## src/rtl/dfw_pkg.sv

```systemverilog
package dfw_pkg;
  typedef enum logic [1:0] {
    OP_ADD = 2'd0,
    OP_SUB = 2'd1,
    OP_XOR = 2'd2,
    OP_MOV = 2'd3
  } opKind_e;

  // operand index codes carried by deliveries
  localparam logic [1:0] IDX_LEFT  = 2'd0;
  localparam logic [1:0] IDX_RIGHT = 2'd1;
  localparam logic [1:0] IDX_PRED  = 2'd2;

  // strobes from control to datapath
  typedef struct packed {
    logic issueEn;
    logic flushEn;
  } ctrlStrobe_t;
endpackage

```

## src/rtl/dfw_control.sv

```systemverilog
module dfw_control
  import dfw_pkg::*;
#(
  parameter int NUM_SLOTS = 16,
  parameter int SLOT_W    = $clog2(NUM_SLOTS)
) (
  input  logic                 clk,
  input  logic                 rstN,
  input  logic                 flush,
  input  logic                 loadValid,
  input  logic [SLOT_W-1:0]    loadSlot,
  input  logic [NUM_SLOTS-1:0] readyVec,
  output ctrlStrobe_t          strobe,
  output logic [SLOT_W-1:0]    issueSlot
);
  logic [NUM_SLOTS-1:0] firedQ, firedD, candVec;
  logic                 anyCand;
  logic [SLOT_W-1:0]    pickSlot;

  assign candVec = readyVec & ~firedQ;
  assign anyCand = |candVec;

  // lowest-numbered candidate wins: scan downwards, last hit stays
  always_comb begin
    pickSlot = '0;
    for (int i = NUM_SLOTS - 1; i >= 0; i--) begin
      if (candVec[i]) pickSlot = SLOT_W'(i);
    end
  end

  always_comb begin
    firedD = firedQ;
    for (int i = 0; i < NUM_SLOTS; i++) begin
      if (loadValid && loadSlot == SLOT_W'(i)) firedD[i] = 1'b0;
      else if (anyCand && pickSlot == SLOT_W'(i)) firedD[i] = 1'b1;
    end
    if (flush) firedD = '0;
  end

  always_ff @(posedge clk or negedge rstN) begin
    if (!rstN) firedQ <= '0;
    else       firedQ <= firedD;
  end

  assign strobe.issueEn = anyCand;
  assign strobe.flushEn = flush;
  assign issueSlot      = pickSlot;

  // a slot just issued cannot issue again on the next cycle
  p_fire_once_r4: assert property (@(posedge clk) disable iff (!rstN)
    (anyCand && !flush && !(loadValid && loadSlot == pickSlot))
      |=> !(strobe.issueEn && issueSlot == $past(pickSlot)));

  // the cycle after a flush nothing is left to issue
  p_flush_quiet_r10: assert property (@(posedge clk) disable iff (!rstN)
    flush |=> !strobe.issueEn);
endmodule

```

## src/rtl/dfw_datapath.sv

```systemverilog
module dfw_datapath
  import dfw_pkg::*;
#(
  parameter int NUM_SLOTS = 16,
  parameter int DATA_W    = 16,
  parameter int SLOT_W    = $clog2(NUM_SLOTS),
  parameter int INSTR_W   = 4 + 2 * (3 + SLOT_W)
) (
  input  logic                 clk,
  input  logic                 rstN,
  input  ctrlStrobe_t          strobe,
  input  logic [SLOT_W-1:0]    issueSlot,
  input  logic                 loadValid,
  input  logic [SLOT_W-1:0]    loadSlot,
  input  logic [INSTR_W-1:0]   loadWord,
  input  logic                 injValid,
  input  logic [SLOT_W-1:0]    injSlot,
  input  logic [1:0]           injIdx,
  input  logic [DATA_W-1:0]    injData,
  output logic [NUM_SLOTS-1:0] readyVec,
  output logic [DATA_W-1:0]    issueResult
);
  localparam int T0_LSB = 4;
  localparam int T1_LSB = T0_LSB + SLOT_W + 3;

  logic [INSTR_W-1:0]   wordQ  [NUM_SLOTS];
  logic [DATA_W-1:0]    leftQ  [NUM_SLOTS];
  logic [DATA_W-1:0]    rightQ [NUM_SLOTS];
  logic [2:0]           vldQ   [NUM_SLOTS];
  logic [NUM_SLOTS-1:0] loadedQ, predBitQ;

  logic [2:0]           wrEn [NUM_SLOTS];
  logic [DATA_W-1:0]    wrD  [NUM_SLOTS][3];

  logic [INSTR_W-1:0] selWord;
  logic [DATA_W-1:0]  aluA, aluB;
  logic               fwd0En, fwd1En;
  logic [SLOT_W-1:0]  t0Slot, t1Slot;
  logic [1:0]         t0Idx, t1Idx;

  assign selWord = wordQ[issueSlot];
  assign aluA    = leftQ[issueSlot];
  assign aluB    = rightQ[issueSlot];
  assign t0Slot  = selWord[T0_LSB +: SLOT_W];
  assign t0Idx   = selWord[T0_LSB + SLOT_W +: 2];
  assign fwd0En  = strobe.issueEn && selWord[T0_LSB + SLOT_W + 2];
  assign t1Slot  = selWord[T1_LSB +: SLOT_W];
  assign t1Idx   = selWord[T1_LSB + SLOT_W +: 2];
  assign fwd1En  = strobe.issueEn && selWord[T1_LSB + SLOT_W + 2];

  // execution stub
  always_comb begin
    unique case (opKind_e'(selWord[1:0]))
      OP_ADD:  issueResult = aluA + aluB;
      OP_SUB:  issueResult = aluA - aluB;
      OP_XOR:  issueResult = aluA ^ aluB;
      default: issueResult = aluA;
    endcase
  end

  // operand writes: later checks override earlier ones (injection last)
  always_comb begin
    for (int i = 0; i < NUM_SLOTS; i++) begin
      wrEn[i] = '0;
      for (int k = 0; k < 3; k++) begin
        wrD[i][k] = '0;
        if (fwd0En && t0Slot == SLOT_W'(i) && t0Idx == 2'(k)) begin
          wrEn[i][k] = 1'b1;
          wrD[i][k]  = issueResult;
        end
        if (fwd1En && t1Slot == SLOT_W'(i) && t1Idx == 2'(k)) begin
          wrEn[i][k] = 1'b1;
          wrD[i][k]  = issueResult;
        end
        if (injValid && injSlot == SLOT_W'(i) && injIdx == 2'(k)) begin
          wrEn[i][k] = 1'b1;
          wrD[i][k]  = injData;
        end
      end
    end
  end

  always_ff @(posedge clk or negedge rstN) begin
    if (!rstN) begin
      loadedQ  <= '0;
      predBitQ <= '0;
      for (int i = 0; i < NUM_SLOTS; i++) begin
        wordQ[i]  <= '0;
        leftQ[i]  <= '0;
        rightQ[i] <= '0;
        vldQ[i]   <= '0;
      end
    end else begin
      for (int i = 0; i < NUM_SLOTS; i++) begin
        if (strobe.flushEn) begin
          loadedQ[i] <= 1'b0;
          vldQ[i]    <= '0;
        end else if (loadValid && loadSlot == SLOT_W'(i)) begin
          wordQ[i]   <= loadWord;
          loadedQ[i] <= 1'b1;
          vldQ[i]    <= '0;
        end else begin
          vldQ[i] <= vldQ[i] | wrEn[i];
          if (wrEn[i][0]) leftQ[i]    <= wrD[i][0];
          if (wrEn[i][1]) rightQ[i]   <= wrD[i][1];
          if (wrEn[i][2]) predBitQ[i] <= wrD[i][2][0];
        end
      end
    end
  end

  always_comb begin
    for (int i = 0; i < NUM_SLOTS; i++) begin
      readyVec[i] = loadedQ[i] && vldQ[i][0]
        && (opKind_e'(wordQ[i][1:0]) == OP_MOV || vldQ[i][1])
        && (!wordQ[i][2] || (vldQ[i][2] && predBitQ[i] == wordQ[i][3]));
    end
  end

  // control only picks a slot the datapath reports ready
  p_pick_ready_r5: assert property (@(posedge clk) disable iff (!rstN)
    strobe.issueEn |-> readyVec[issueSlot]);

  // the first target operand holds a value after the forwarding edge
  p_fwd_lands_r7: assert property (@(posedge clk) disable iff (!rstN)
    (fwd0En && !strobe.flushEn && t0Idx != 2'd3 && !(loadValid && loadSlot == t0Slot))
      |=> vldQ[$past(t0Slot)][$past(t0Idx)]);
endmodule

```

## src/rtl/dataflow_window.sv

```systemverilog
module dataflow_window
  import dfw_pkg::*;
#(
  parameter int NUM_SLOTS = 16,
  parameter int DATA_W    = 16,
  localparam int SLOT_W   = $clog2(NUM_SLOTS),
  localparam int INSTR_W  = 4 + 2 * (3 + SLOT_W)
) (
  input  logic               clk,
  input  logic               rstN,
  input  logic               flush,
  input  logic               loadValid,
  input  logic [SLOT_W-1:0]  loadSlot,
  input  logic [INSTR_W-1:0] loadWord,
  input  logic               injValid,
  input  logic [SLOT_W-1:0]  injSlot,
  input  logic [1:0]         injIdx,
  input  logic [DATA_W-1:0]  injData,
  output logic               issueValid,
  output logic [SLOT_W-1:0]  issueSlot,
  output logic [DATA_W-1:0]  issueResult
);
  ctrlStrobe_t          strobe;
  logic [NUM_SLOTS-1:0] readyVec;

  dfw_control #(.NUM_SLOTS(NUM_SLOTS), .SLOT_W(SLOT_W)) u_ctrl (
    .clk(clk), .rstN(rstN), .flush(flush),
    .loadValid(loadValid), .loadSlot(loadSlot),
    .readyVec(readyVec), .strobe(strobe), .issueSlot(issueSlot)
  );

  dfw_datapath #(.NUM_SLOTS(NUM_SLOTS), .DATA_W(DATA_W), .SLOT_W(SLOT_W),
                 .INSTR_W(INSTR_W)) u_dp (
    .clk(clk), .rstN(rstN), .strobe(strobe), .issueSlot(issueSlot),
    .loadValid(loadValid), .loadSlot(loadSlot), .loadWord(loadWord),
    .injValid(injValid), .injSlot(injSlot), .injIdx(injIdx), .injData(injData),
    .readyVec(readyVec), .issueResult(issueResult)
  );

  assign issueValid = strobe.issueEn;
endmodule

```

## config.mk

```make
export PLATFORM = sky130hd
export DESIGN_NAME = dataflow_window
export DESIGN_NICKNAME = d
export VERILOG_FILES = /design/src/rtl/dfw_pkg.sv /design/src/rtl/dfw_control.sv /design/src/rtl/dfw_datapath.sv /design/src/rtl/dataflow_window.sv
export SDC_FILE = /design/constraint.sdc
export NUM_CORES = 2
export LEC_CHECK = 0
export ABC_CLOCK_PERIOD_IN_PS = 8800
export BUFFER_PORTS_ARGS = -buffer_cell sky130_fd_sc_hd__buf_4
export CELL_PAD_IN_SITES_DETAIL_PLACEMENT = 1
export CELL_PAD_IN_SITES_GLOBAL_PLACEMENT = 1
export CORE_MARGIN = 2
export CORE_UTILIZATION = 50
export DETAILED_ROUTE_END_ITERATION = 12
export PLACE_DENSITY_LB_ADDON = 0.1
export SYNTH_ARGS = -nofsm -noshare
export SYNTH_HDL_FRONTEND = slang
export SYNTH_SLANG_ARGS = --single-unit
```

## constraint.sdc

```tcl
create_clock -name clk -period 8.8 [get_ports clk]
set_input_delay 0.44 -clock clk [delete_from_list [all_inputs] [get_ports clk]]
set_output_delay 0.44 -clock clk [all_outputs]
set_load 0.01 [all_outputs]
```

==> metrics.md <==
| Metric | Value |
|---|---|
| Status | `finished with violations` |
| Violated checks | `max-capacitance violations, max-slew violations` |
| GPL Wtd Cong | `1.009` |
| Worst setup SP type | `flip-flop` |
| CTS tree | `built` |
| Max cap viols | `1` |
| Share of layout cells above drive strength 1 | `0.1812` |
| DRT iter0 DRCs | `7,150` |
| H-tree levels | `3` |
| Nets | `4,950` |
| Clock-pin slew on the worst setup and hold paths | `0.06 ns` |
| Clock share of power | `0.378` |
| R2r worst-path depth | `30` |
| Clock latency on the worst-skew pair | `0.71 ns` |
| Number of instances in the placed design | `6,022` |
| Power Dens Cells | `213.5 nW/µm²` |
| Reg2Reg Launch Point | `u_dp.wordQ[109]$_DFFE_PN0P_` |
| Clock Root Buffer | `clkbuf_16` |
| Final Hold Viols | `0` |
| Chip width | `309.9 µm` |
| Synth top cells by count | `dfrtp_1, nand2_1, o21ai_0` |
| Fin crit period | `8.633 ns` |
| Post-synth EDFFs | `0` |
| Logic pwr share | `0.192` |
| Synth Warn # | `0` |
| Crit path arrival time | `8.19 ns` |
| Min Hold Slack | `0.1026 ns` |
| Die area | `96,010 µm²` |
| P_sw | `0.003616 W` |
| Grt ovf | `0` |
| Ys async rst share | `1.000` |
| First-pass GRT wire length | `332,000 µm` |
| Routed vias | `45,877` |
| Part of the power in registers | `0.430` |
| Final TNS setup | `0 ns` |
| Vias per std cell | `7.375` |
| Worst Tran Pin Value | `1.517 ns` |
| Crit path largest cell delay | `0.61 ns` |
| Starting Density | `0.5027` |
| Mapped Nets | `5,004` |
| CP Capture Type | `primary output` |
| I/O pins | `70` |
| Most used cell, CP | `buf_4` |
| Die height | `309.9 µm` |
| # DRC | `0` |
| Worst Setup SP | `u_dp.wordQ[109]$_DFFE_PN0P_` |
| Vias in the first global route | `45,836` |
| Cell accounting for the most synthesized area | `dfrtp_1` |
| Period utilization | `0.9810` |
| Num CTS Buffers | `99` |
| Wire per inst | `37.33 µm` |
| Slew Limit Fails | `4` |
| Syn avg cell area | `9.472 µm²` |
| Cells after synthesis | `4,938` |
| Max VDD drop | `0.0001909 V` |
| Mapped Area | `46,770 µm²` |
| Clk sinks | `896` |
| Worst hold stages | `2` |
| Yosys top cell area share | `0.4793` |
| Synthesized flop and latch total | `896` |
| Pin count of the biggest net entering global routing | `176` |
| RSZ-0062 raised after global routing | `false` |
| Post-Layout Cell Count | `6,221` |
| Library cells used by synthesis | `94` |
| RR Endpoint | `u_dp.leftQ[175]$_DFFE_PN0P_` |
| Core Area | `93,050 µm²` |
| Clock Path Buffers | `3` |
| Total routed wirelength | `232,200 µm` |
| Initial antenna violation count | `13` |
| Slew margin rel. | `-0.01908` |
| Seq/Total Area, Yosys | `0.4793` |
| Layout area overhead | `12.83%` |
| Num rows | `112` |
| GRT Overall Usage | `0.4799` |
| Peak Freq | `115.8 MHz` |
| Synth Flop Type | `dfrtp_1` |
| Worst EP required | `8.36 ns` |
| Setup violations, final | `0` |
| Drt first pass iters | `10` |
| DP HPWL | `153,400 µm` |
| Post-Route Skew | `0.02827 ns` |
| Max FO, Critical Path | `9` |
| Most common cell in the netlist | `dfrtp_1` |
| Synth area leaders | `dfrtp_1, a22oi_1, mux2_2, o21ai_0, nand2_1` |
| IO buf count | `69` |
| Pint | `0.007652 W` |
| Slowest-stage cell, CP | `or4_4` |
| Register-to-Register Setup Slack | `0.88 ns` |
| HP Class | `in -> reg` |
| Post-route antenna net violation count | `0` |
| Sw frac | `0.3209` |
| Static leakage | `21.67 nW` |
| WS Path Type | `reg -> out` |
| Worst Setup EP | `issueResult[15]` |
-- power groups by stage --
| stage | Clock, W | Sequential [W] | Combinational, W |
|---|---|---|---|
| 2_1_floorplan | 0 | 0.00479 | 0.00113 |
| 3_3_place_gp | 0 | 0.00486 | 0.00199 |
| 3_5_place_dp | 0 | 0.00489 | 0.00204 |
| 4_1_cts | 0.00426 | 0.00483 | 0.00206 |
| 5_1_grt | 0.00441 | 0.00488 | 0.00224 |
| 6_report | 0.00426 | 0.00485 | 0.00216 |
-- metrics by stage --
stage | util | worst slack (ns) | total power, W | cell area, µm²
after floorplan | - | 1.492 | 0.005917 | 46770
after global routing | 0.5671 | 0.02906 | 0.01154 | 52770
final | 0.5672 | 0.1670 | 0.01127 | 52780
after detailed placement | 0.5285 | 0.4373 | 0.006929 | 49180
after CTS | 0.5638 | 0.007447 | 0.01114 | 52460
after global placement | 0.5285 | 0.6066 | 0.006850 | 49180
-- flip-flops by register name (all words and copies together) (netlist names) --
register       flops
u_dp.vldQ         48
u_dp.wordQ       288
u_ctrl.firedQ     16
u_dp.rightQ      256
u_dp.predBitQ     16
u_dp.leftQ       256
u_dp.loadedQ      16
-- how the worst min path moves through the flow --
| stage | from | slack, ns | end |
|---|---|---|---|
| global route | loadWord[5] | 0.10 | u_dp.wordQ[167]$_DFFE_PN0P_ |
| floorplan | rstN | 0.14 | u_ctrl.firedQ[0]$_DFFE_PN0P_ |
| finish | loadWord[5] | 0.10 | u_dp.wordQ[221]$_DFFE_PN0P_ |
| global placement | u_dp.rightQ[122]$_DFFE_PN0P_ | 0.46 | u_dp.rightQ[122]$_DFFE_PN0P_ |
| detailed placement | u_dp.rightQ[218]$_DFFE_PN0P_ | 0.47 | u_dp.rightQ[218]$_DFFE_PN0P_ |
| CTS | loadWord[5] | 0.08 | u_dp.wordQ[221]$_DFFE_PN0P_ |
-- logic make-up after synthesis --
family / share of synthesized area
buffers and inverters: 0.04382
AOI/OAI and AO/OA: 0.2509
adders and majority gates: 0.004708
DFF: 0.4793
muxes: 0.08156
and+or+nand+nor: 0.1307
xor gates and xnor gates: 0.008988
-- per-layer routing --
layer  wire length [µm]  share of wire  up-vias  track usage
li1                   -              -    18158            -
met1              90300           0.39    23541       0.6417
met2              97320           0.42     3342       0.6882
met3              30940           0.13      828       0.1626
met4              13610          0.059        8       0.2519
met5                 55        0.00024        -            0
-- cell type report --
cell class	count	area (µm²)
inverter	67	256.5
multi-input combinational	3526	22900
clock buffer	154	2998
fill	10298	40270
tap	1254	1569
antenna	5	12.51
sequential	896	22420
clock inverter	25	237.7
timing repair buffer	294	2382
-- worst max-delay path, delay by kind of cell, from the launching register on --
kind / cells / cell delay [ns]
flops: 1 / 0.39
simple gates: 11 / 3.33
compound gates: 9 / 2.06
buf+inv: 5 / 0.84
xor+xnor: 3 / 0.56
fa+ha+maj: 1 / 0.30
-- cells in the final DEF (no fill, tap or decap), types with 18 or more instances in the layout --
| cell type | synthesis | final |
|---|---|---|
| dfrtp_1 | 896 | 896 |
| nand2_1 | 685 | 681 |
| o21ai_0 | 543 | 535 |
| a22oi_1 | 471 | 469 |
| mux2_2 | 297 | 297 |
| buf_4 | 6 | 276 |
| nor2_1 | 254 | 241 |
| a21oi_1 | 164 | 163 |
| clkbuf_16 | 0 | 102 |
| nor3_1 | 99 | 88 |
| a222oi_1 | 81 | 81 |
| a211oi_1 | 81 | 79 |
| nand3_1 | 80 | 78 |
| and3_1 | 75 | 75 |
| inv_1 | 65 | 64 |
| o22ai_1 | 64 | 64 |
| a32oi_1 | 52 | 52 |
| mux2i_1 | 47 | 44 |
| o21ai_1 | 57 | 40 |
| and2_1 | 33 | 32 |
| xnor2_1 | 30 | 30 |
| o21a_1 | 32 | 30 |
| or2_2 | 26 | 27 |
| clkbuf_1 | 359 | 27 |
| clkbuf_8 | 0 | 25 |
| a221o_1 | 21 | 21 |
| a22o_1 | 20 | 20 |
| or3_1 | 18 | 18 |
| nand2b_1 | 18 | 18 |
| clkinv_2 | 0 | 18 |
-- repair_timing --
item | 4_1_cts | 5_1_grt
setup endpoints to repair | 1 | 4
hold buffers | 1 | 0
pin swaps | 0 | 12
buffers inserted | 0 | 14
hold endpoints to repair | 82 | 0
resized for setup | 7 | 52
(Power assumes the default switching activity.)
